$ cat src/rtl/hdr_exc_pkg.sv
package hdr_exc_pkg;
  localparam int IP_N = 6;
  localparam int L4_N = 10;
  localparam logic [1:0] KIND_TCP = 2'd1;
  localparam logic [1:0] KIND_UDP = 2'd2;
  localparam logic [1:0] CLS_NONE = 2'd0;
  localparam logic [1:0] CLS_IP   = 2'd1;
  localparam logic [1:0] CLS_L4   = 2'd2;
  localparam int F_FIN = 0;
  localparam int F_SYN = 1;
  localparam int F_RST = 2;
  localparam int F_URG = 5;

  // IP hit index i maps to code i+1
  function automatic logic [3:0] ip_code_of(input logic [2:0] idx);
    return {1'b0, idx} + 4'd1;
  endfunction

  // L4 hit order: short hdr, length, checksum, port, flags 8..13
  function automatic logic [3:0] l4_code_of(input logic [3:0] idx);
    case (idx)
      4'd0: return 4'd1;
      4'd1: return 4'd3;
      4'd2: return 4'd2;
      4'd3: return 4'd4;
      default: return idx + 4'd4;
    endcase
  endfunction

  // bit k of result corresponds to flag code 8+k
  function automatic logic [5:0] tcp_flag_hits(input logic [5:0] f);
    logic [5:0] h;
    h[0] = (f == 6'b000001);
    h[1] = (f == 6'b000000);
    h[2] = f[F_FIN] & f[F_RST];
    h[3] = f[F_SYN] & f[F_URG];
    h[4] = f[F_SYN] & f[F_RST];
    h[5] = f[F_SYN] & f[F_FIN];
    return h;
  endfunction
endpackage

$ cat src/rtl/hdr_exc_ip_check.sv
module hdr_exc_ip_check
  import hdr_exc_pkg::*;
#(
  parameter int LEN_W = 16
) (
  input  logic [3:0]       ip_ver,
  input  logic [LEN_W-1:0] pkt_len,
  input  logic [LEN_W-1:0] ip_hdr_len,
  input  logic [LEN_W-1:0] ip_tot_len,
  input  logic [7:0]       ip_ttl,
  input  logic             ip_csum_ok,
  input  logic             ip_opts,
  output logic [IP_N-1:0]  hits
);
  logic is_v4, is_v6;
  assign is_v4 = (ip_ver == 4'd4);
  assign is_v6 = (ip_ver == 4'd6);

  assign hits[0] = !(is_v4 || is_v6);
  assign hits[1] = is_v4 && !ip_csum_ok;
  assign hits[2] = pkt_len < ip_hdr_len;
  assign hits[3] = pkt_len < ip_tot_len;
  assign hits[4] = (ip_ttl == 8'd0);
  assign hits[5] = ip_opts;
endmodule

$ cat src/rtl/hdr_exc_l4_check.sv
module hdr_exc_l4_check
  import hdr_exc_pkg::*;
#(
  parameter int LEN_W         = 16,
  parameter int TCP_HDR_BYTES = 20,
  parameter int UDP_HDR_BYTES = 8
) (
  input  logic [1:0]       l4_kind,
  input  logic [LEN_W-1:0] pkt_len,
  input  logic [LEN_W-1:0] ip_hdr_len,
  input  logic [LEN_W-1:0] ip_tot_len,
  input  logic [LEN_W-1:0] l4_len,
  input  logic             l4_csum_ok,
  input  logic [15:0]      src_port,
  input  logic [15:0]      dst_port,
  input  logic [5:0]       tcp_flags,
  output logic [L4_N-1:0]  hits
);
  localparam int XW = LEN_W + 1;

  logic          is_tcp, is_udp, is_l4;
  logic [XW-1:0] hdr_need, l4_expect;
  logic [3:0]    base_hits;
  logic [5:0]    flag_hits;

  assign is_tcp = (l4_kind == KIND_TCP);
  assign is_udp = (l4_kind == KIND_UDP);
  assign is_l4  = is_tcp || is_udp;

  // widened so that a large header length cannot wrap
  assign hdr_need  = {1'b0, ip_hdr_len} +
                     (is_tcp ? XW'(TCP_HDR_BYTES) : XW'(UDP_HDR_BYTES));
  // a negative difference sets the top bit and never matches
  assign l4_expect = {1'b0, ip_tot_len} - {1'b0, ip_hdr_len};

  assign base_hits[0] = {1'b0, pkt_len} < hdr_need;
  assign base_hits[1] = l4_expect != {1'b0, l4_len};
  assign base_hits[2] = !l4_csum_ok;
  assign base_hits[3] = (src_port == 16'd0) || (dst_port == 16'd0);

  assign flag_hits = tcp_flag_hits(tcp_flags);

  assign hits = {flag_hits & {6{is_tcp}}, base_hits & {4{is_l4}}};
endmodule

$ cat src/rtl/hdr_exc_first_hit.sv
module hdr_exc_first_hit #(
  parameter int N     = 6,
  parameter int IDX_W = $clog2(N)
) (
  input  logic [N-1:0]     req,
  output logic             found,
  output logic [IDX_W-1:0] idx
);
  logic [N:0]   seen;
  logic [N-1:0] grant;

  assign seen[0] = 1'b0;
  for (genvar i = 0; i < N; i++) begin : g_chain
    assign seen[i+1] = seen[i] | req[i];
    assign grant[i]  = req[i] & ~seen[i];
  end

  always_comb begin
    idx = '0;
    for (int i = 0; i < N; i++) begin
      if (grant[i]) idx = idx | IDX_W'(i);
    end
  end

  assign found = seen[N];
endmodule

$ cat src/rtl/hdr_exc_out_reg.sv
module hdr_exc_out_reg (
  input  logic       clk,
  input  logic       rst_n,
  input  logic       load,
  input  logic [1:0] nxt_class,
  input  logic [3:0] nxt_code,
  input  logic       out_ready,
  output logic       out_valid,
  output logic [1:0] out_class,
  output logic [3:0] out_code
);
  always_ff @(posedge clk) begin
    if (!rst_n) begin
      out_valid <= 1'b0;
      out_class <= 2'd0;
      out_code  <= 4'd0;
    end else if (load) begin
      out_valid <= 1'b1;
      out_class <= nxt_class;
      out_code  <= nxt_code;
    end else if (out_ready) begin
      out_valid <= 1'b0;
    end
  end
endmodule

$ cat src/rtl/hdr_exc_classifier.sv
module hdr_exc_classifier
  import hdr_exc_pkg::*;
#(
  parameter int LEN_W         = 16,
  parameter int TCP_HDR_BYTES = 20,
  parameter int UDP_HDR_BYTES = 8
) (
  input  logic             clk,
  input  logic             rst_n,
  input  logic             in_valid,
  output logic             in_ready,
  input  logic [LEN_W-1:0] pkt_len,
  input  logic [3:0]       ip_ver,
  input  logic [LEN_W-1:0] ip_hdr_len,
  input  logic [LEN_W-1:0] ip_tot_len,
  input  logic [7:0]       ip_ttl,
  input  logic             ip_csum_ok,
  input  logic             ip_opts,
  input  logic [1:0]       l4_kind,
  input  logic [LEN_W-1:0] l4_len,
  input  logic             l4_csum_ok,
  input  logic [15:0]      src_port,
  input  logic [15:0]      dst_port,
  input  logic [5:0]       tcp_flags,
  output logic             out_valid,
  input  logic             out_ready,
  output logic [1:0]       out_class,
  output logic [3:0]       out_code
);
  localparam int IP_IW = $clog2(IP_N);
  localparam int L4_IW = $clog2(L4_N);

  logic [IP_N-1:0]  ip_hits;
  logic [L4_N-1:0]  l4_hits;
  logic             ip_any, l4_any, accept;
  logic [IP_IW-1:0] ip_idx;
  logic [L4_IW-1:0] l4_idx;
  logic [1:0]       nxt_class;
  logic [3:0]       nxt_code;

  hdr_exc_ip_check #(.LEN_W(LEN_W)) ip_chk_i (
    .ip_ver(ip_ver), .pkt_len(pkt_len), .ip_hdr_len(ip_hdr_len),
    .ip_tot_len(ip_tot_len), .ip_ttl(ip_ttl), .ip_csum_ok(ip_csum_ok),
    .ip_opts(ip_opts), .hits(ip_hits)
  );

  hdr_exc_l4_check #(
    .LEN_W(LEN_W), .TCP_HDR_BYTES(TCP_HDR_BYTES), .UDP_HDR_BYTES(UDP_HDR_BYTES)
  ) l4_chk_i (
    .l4_kind(l4_kind), .pkt_len(pkt_len), .ip_hdr_len(ip_hdr_len),
    .ip_tot_len(ip_tot_len), .l4_len(l4_len), .l4_csum_ok(l4_csum_ok),
    .src_port(src_port), .dst_port(dst_port), .tcp_flags(tcp_flags),
    .hits(l4_hits)
  );

  hdr_exc_first_hit #(.N(IP_N), .IDX_W(IP_IW)) ip_pick_i (
    .req(ip_hits), .found(ip_any), .idx(ip_idx)
  );

  hdr_exc_first_hit #(.N(L4_N), .IDX_W(L4_IW)) l4_pick_i (
    .req(l4_hits), .found(l4_any), .idx(l4_idx)
  );

  always_comb begin
    if (ip_any) begin
      nxt_class = CLS_IP;
      nxt_code  = ip_code_of(ip_idx);
    end else if (l4_any) begin
      nxt_class = CLS_L4;
      nxt_code  = l4_code_of(l4_idx);
    end else begin
      nxt_class = CLS_NONE;
      nxt_code  = 4'd0;
    end
  end

  assign in_ready = !out_valid || out_ready;
  assign accept   = in_valid && in_ready;

  hdr_exc_out_reg out_i (
    .clk(clk), .rst_n(rst_n), .load(accept), .nxt_class(nxt_class),
    .nxt_code(nxt_code), .out_ready(out_ready), .out_valid(out_valid),
    .out_class(out_class), .out_code(out_code)
  );
endmodule

$ cat config.mk
export PLATFORM = sky130hd
export DESIGN_NAME = hdr_exc_classifier
export DESIGN_NICKNAME = d
export VERILOG_FILES = /design/src/rtl/hdr_exc_pkg.sv /design/src/rtl/hdr_exc_ip_check.sv /design/src/rtl/hdr_exc_l4_check.sv /design/src/rtl/hdr_exc_first_hit.sv /design/src/rtl/hdr_exc_out_reg.sv /design/src/rtl/hdr_exc_classifier.sv
export SDC_FILE = /design/constraint.sdc
export NUM_CORES = 1
export LEC_CHECK = 0
export BUFFER_PORTS_ARGS = -buffer_cell sky130_fd_sc_hd__buf_2
export CAP_MARGIN = 30
export CORE_ASPECT_RATIO = 0.75
export CORE_MARGIN = 1
export CORE_UTILIZATION = 54
export CTS_CLUSTER_DIAMETER = 60
export DETAILED_ROUTE_END_ITERATION = 6
export PLACE_DENSITY = 0.88
export SLEW_MARGIN = 10
export SYNTH_ARGS = -nofsm -noshare
export SYNTH_HDL_FRONTEND = slang
export SYNTH_HIERARCHICAL = 1
export SYNTH_SLANG_ARGS = --single-unit
$ cat constraint.sdc
create_clock -name clk -period 8.3 [get_ports clk]
set_clock_uncertainty 0.1 [all_clocks]
set_input_delay 0.83 -clock clk [delete_from_list [all_inputs] [get_ports clk]]
set_output_delay 0.83 -clock clk [all_outputs]
set_load 0.05 [all_outputs]
==> results.md, run 1 <==
- Status: completed
- First-pass GRT wire length: 14500 um
- Area after DPL: 0.00385 mm2
- Most common cell in the netlist: ha_1
- Total track usage: 0.291
- Initial Util: 0.576
- Slew headroom: 0.576
- Max VDD drop: 0.0441 mV
- Final ANT Viol Nets: 0
- Fillers: 464
- Synth unique cells: 59
- CTS Buf Count: 3
- Static leakage: 2.07 nW
- Core box area: 0.00547 mm2
- CP Buf/Inv Count: 3
- Layout area overhead: 23.7%
- Post-CTS setup buffers: 0
- CP max stage cell: a2111oi_0
- Post-synth EDFFs: 0
- Worst slack, placed: 2980 ps
- Initial antenna violation count: 0
- Largest net degree at the start of global routing: 13
- Clk sinks: 7
- Post-Route Setup TNS: 0 ps
- Post-cts sizing count: 0
- Yosys reg bits: 7
- Grt total ovfl: 0
- Fraction of registers with async set/reset: 0
- Hold Buf Count CTS: 0
- DIE WIDTH: 90.2 um
- Final Max Slew Viols: 0
- CP Class: input port to register
- Mean Syn Cell Area: 7.47 um2
- DR pass1 iterations: 4
- Pwr Density: 77.8 mW/mm2
- CP Data Arrival Time: 5310 ps
- Crit path max fanout: 6
- DPL Wire Length: 8050 um
- Root Buffer: clkbuf_8
- Tcrit/Tclk final: 0.632
- Syn nets: 613
- Synth area leader: ha_1
- RSZ-0062 raised after global routing: no
- R2R Setup Slk: 6950 ps
- CTS max path bufs: 2
- Final min period: 5240 ps
- Worst Hold Class: register to register
- Synth warn: 6
- I/O Buffers: 130
- Cells after synthesis: 422
- Hold slack: 444 ps
- CTS tree: yes
- Worst slew pin tran: 633 ps
- Ant diodes: 0
- Final wirelength: 9200 um
- Crit path max-delay family: compound AO/OA/AOI/OAI gates
- Mapped cell area: 0.00315 mm2
- Worst-path clk slew: 40 ps
- Critical path required time: 8360 ps
- Via count: 3600
- Die ar.: 0.00615 mm2
- Die H: 68.2 um
- Final Power: 0.303 mW
- Setup ws final: 3060 ps
- Worst skew pair latency: 230 ps
- Top cell type's share of synthesized area: 0.266
- Nets@finish: 742
- Remaining DRCs: 0
- Initial DRC count: 144
- Synth top cells by count: ha_1 (67), inv_1 (65), xnor2_1 (31)
- Sequential area share after synthesis: 0.0445
- Worst setup EP type: register
- I/O pin count: 131
- Std-Cell Rows: 23
- Vias in the first global route: 3409
- Cell mode on critical path: ha_1
- Final Setup Violations: 0
- Final GP Congestion: 0.909
- Largest cells by area after synthesis: ha_1 (27%), xnor2_1 (8.6%), inv_1 (7.7%)
- CTS H-tree lvls: 1
- Peak Freq: 0.191 GHz
- Worst path max stage delay: 400 ps
- Primary FF master, synth: dfxtp_1
- Number of max-cap violations: 0
- Fin area: 0.00390 mm2
- Layout cells sized above 1: 0.269
- Kind of start point of the critical path: input port
- Final hold violation count: 0
- Wire per inst: 14.7 um
- Vias per cell: 5.76
## registers in the layout, summed over array words and instances (netlist names)
register and flops:
out_i/out_valid 1, out_i/out_code 4, out_i/out_class 2
## final cells by class
type	count	area, um2	share of cell area
Clock buffer	4	45.0	0.0116
Inverter	65	244	0.0626
Multi-Input combinational cell	344	2730	0.699
Sequential cell	7	140	0.0359
Tap cell	75	93.8	0.0241
Timing Repair Buffer	130	651	0.167
## layer usage
metal  wire length (um)  vias up  global-route usage
met4                253        0               0.123
met1               3970     1617               0.340
met3                560       28              0.0367
met2               4410      165               0.550
li1                   -     1790                   -
met5                  0        -                   0
## where the power goes
| group | internal, mW | leakage [nW] | switching [mW] |
|---|---|---|---|
| registers | 0.0352 | 0.0573 | 0.000924 |
| clock network | 0.0333 | 0.0228 | 0.0152 |
| logic | 0.100 | 1.99 | 0.119 |
| total | 0.169 | 2.07 | 0.135 |
## through the flow
| step | utilization | cells |
|---|---|---|
| CTS | 0.713 | 625 |
| floorplan | - | 422 |
| finish | 0.713 | 625 |
| global placement | 0.705 | 621 |
| detailed placement | 0.705 | 621 |
| global route | 0.713 | 625 |
## placed cells by master, fill, tap and decap left out, types with 3 or more instances in the layout
| master | count |
|---|---|
| nand2_1 | 19 |
| o311ai_0 | 3 |
| nand2b_1 | 8 |
| xor2_1 | 9 |
| buf_2 | 130 |
| nor2b_1 | 11 |
| o21bai_1 | 3 |
| o21a_1 | 7 |
| a21o_1 | 12 |
| a2111oi_0 | 5 |
| nor2_1 | 19 |
| a21oi_1 | 30 |
| xnor2_1 | 31 |
| ha_1 | 67 |
| dfxtp_1 | 7 |
| clkbuf_8 | 3 |
| nand3_1 | 9 |
| nor3_1 | 11 |
| nor4_2 | 4 |
| a31oi_1 | 3 |
| and3_1 | 9 |
| o21ai_0 | 16 |
| inv_1 | 65 |
| nand4_1 | 13 |
| mux2i_1 | 7 |
| nor4_1 | 12 |
## cell families after synthesis
group           synth area share
xor+xnor                   0.111
compound gates             0.229
flops                     0.0445
fa+ha+maj                  0.272
buf+inv                   0.0909
simple gates               0.230
mux                       0.0222
## worst reg2reg max path: stages, from the launching register on
cell,delay [ps]
dfxtp_1,310
nand2b_1,70
and2_1,370
mux2i_1,310
nor2b_1,70
## worst paths after layout
kind | start | to | cells after the start
setup / recovery | l4_kind[1] | out_i/out_code[1] | 27
setup reg to reg | out_i/out_valid | out_i/out_code[1] | 4
hold reg to reg | out_i/out_code[0] | out_i/out_code[0] | 2
hold / removal | out_i/out_code[0] | out_i/out_code[0] | 2
Power figures use the tool's default switching activity.
==> run 2: changes to the inputs <==
Settings changed: CORE_UTILIZATION 54 to 50, PLACE_DENSITY 0.88 to 0.83.
Clock period 8.3 ns to 5.29 ns, I/O delays scaled along.
==> run 2 against run 1 <==
Against the previous run:
- power rose by 56%
- setup slack got worse by 2700 ps
- utilization fell by 5.6 points
- register-to-register slack got worse by 2900 ps
- highest routed layer unchanged
- wire length fell by 3.2%
==> results.md, run 2 (synthesized netlist as in run 1, its figures left out) <==
- Status: completed
- Largest reg by FF count: out_i/out_code
- Finished Core Util: 0.657
- Reg2reg path depth: 4
- Wire per inst: 14.2 um
- Crit path max fanout: 6
- Die H: 70.8 um
- CTS Buf Count: 3
- Grt total ovfl: 0
- CP Data Arrival Time: 4950 ps
- Hold slack: 431 ps
- Final Setup Violations: 0
- Nets@finish: 742
- Critical R2R Launch: out_i/out_valid
- Area after DPL: 0.00386 mm2
- Largest register FFs: 4
- Worst setup EP type: register
- Final Max Slew Viols: 0
- Worst Hold Class: register to register
- Remaining DRCs: 0
- Initial DRC count: 197
- Largest net degree at the start of global routing: 13
- Fillers: 541
- Max VDD drop: 0.0580 mV
- Hold Buf Count CTS: 0
- CTS max path bufs: 2
- Final Power: 0.474 mW
- Final min period: 4940 ps
- Final ANT Viol Nets: 0
- Std-Cell Rows: 24
- Vias in the first global route: 3403
- Fin area: 0.00391 mm2
- DPL Wire Length: 7920 um
- Most common cell after layout, fill and taps aside: buf_2
- R2R Path End: out_i/out_class[0]
- Final GP Congestion: 0.935
- Critical path required time: 5300 ps
- Peak Freq: 0.203 GHz
- DR pass1 iterations: 6
- CTS H-tree lvls: 1
- I/O Buffers: 130
- CP Class: input port to register
- First-pass GRT wire length: 14600 um
- Final hold violation count: 0
- Area occupied by multi-input gates: 0.00273 mm2
- Pwr Density: 121 mW/mm2
- CP startpoint: l4_kind[1]
- Kind of start point of the critical path: input port
- Ant diodes: 0
- Static leakage: 2.07 nW
- Final wirelength: 8900 um
- Worst skew pair latency: 220 ps
- Critical path destination: out_i/out_code[2]
- Post-Route Setup TNS: 0 ps
- Initial antenna violation count: 0
- Slew headroom: 0.577
- Via count: 3570
- CTS tree: yes
- Vias per cell: 5.68
- DIE WIDTH: 93.7 um
- Die ar.: 0.00663 mm2
- Worst-path clk slew: 40 ps
- Layout cells sized above 1: 0.273
- Initial Util: 0.530
- Top Registers: out_i/out_code: 4 flops, out_i/out_class: 2 flops, out_i/out_valid: 1 flops
- Clk sinks: 7
- RSZ-0062 raised after global routing: no
- Core box area: 0.00595 mm2
- Most frequent cells in the layout: buf_2 (130), ha_1 (66), inv_1 (65)
- I/O pin count: 131
- Number of max-cap violations: 0
- Total track usage: 0.269
- Layout area overhead: 24.0%
- Root Buffer: clkbuf_8
- Worst slew pin tran: 628 ps
- Reg area: 140 um2
- Tcrit/Tclk final: 0.933
- R2R Setup Slk: 4020 ps
run 2: cell counts in the layout (fill, tap and decap cells not counted):
Identical to the previous run, type by type.
run 2: final cells by class:
type	count	share of cell area
clock buffers	4	0.0115
inverters	65	0.0624
multi-input cells	344	0.699
flip-flops and latches	7	0.0359
well taps	78	0.0250
repair buffers	130	0.167
run 2: repair_timing:
action                                 4_1_cts  5_1_grt
setup buffers                                0        0
setup endpoints to repair                    0        2
gates resized for setup                      0        2
endpoints found under the hold margin        0        0
run 2: metal layers:
layer,track usage,routed length (um),part of all wire,vias to the layer above
li1,-,-,-,1790
met1,0.332,3720,0.42,1613
met2,0.510,4370,0.49,151
met3,0.0172,697,0.078,16
met4,0.0615,119,0.013,0
met5,0,0,0,-
run 2: worst max-delay path, cell delays in order:
cell and delay, ps:
buf_2 100, inv_1 60, ha_1 260, ha_1 220, nand2b_1 110, a21oi_1 70
a31oi_1 150, a21boi_1 260, nand3_1 170, nor2_2 170, nand2_1 90, xnor2_1 140
ha_1 310, a21o_1 200, a2111oi_0 480, nand2_1 130, a21oi_1 150, o21a_1 230
nor4_4 80, nor2b_1 170, inv_1 80, ha_1 250, nor2_1 70, a31oi_1 140
o22ai_1 110, mux2i_1 160, nor2b_1 60
run 2: how the worst min path moves through the flow:
| stage | startpoint | endpoint | slack (ps) | cells after the start |
|---|---|---|---|---|
| after floorplan | rst_n | out_i/out_valid | 550 | 1 |
| after global placement | out_i/out_class[1] | out_i/out_class[1] | 390 | 2 |
| after detailed placement | out_i/out_code[3] | out_i/out_code[3] | 410 | 2 |
| after CTS | out_i/out_class[1] | out_i/out_class[1] | 430 | 2 |
| after global routing | out_i/out_class[1] | out_i/out_class[1] | 450 | 2 |
| final | out_i/out_class[1] | out_i/out_class[1] | 430 | 2 |
run 2: report_power, final:
part | internal (mW) | leakage [nW] | switching (mW)
sequential | 0.0553 | 0.0573 | 0.00132
clock | 0.0520 | 0.0228 | 0.0214
combinational | 0.157 | 1.99 | 0.186
run 2: through the flow:
step	instances	setup WS, ps
after CTS	628	356
after global routing	628	27.7
after detailed placement	624	165
after floorplan	422	862
after global placement	624	452
final	628	352
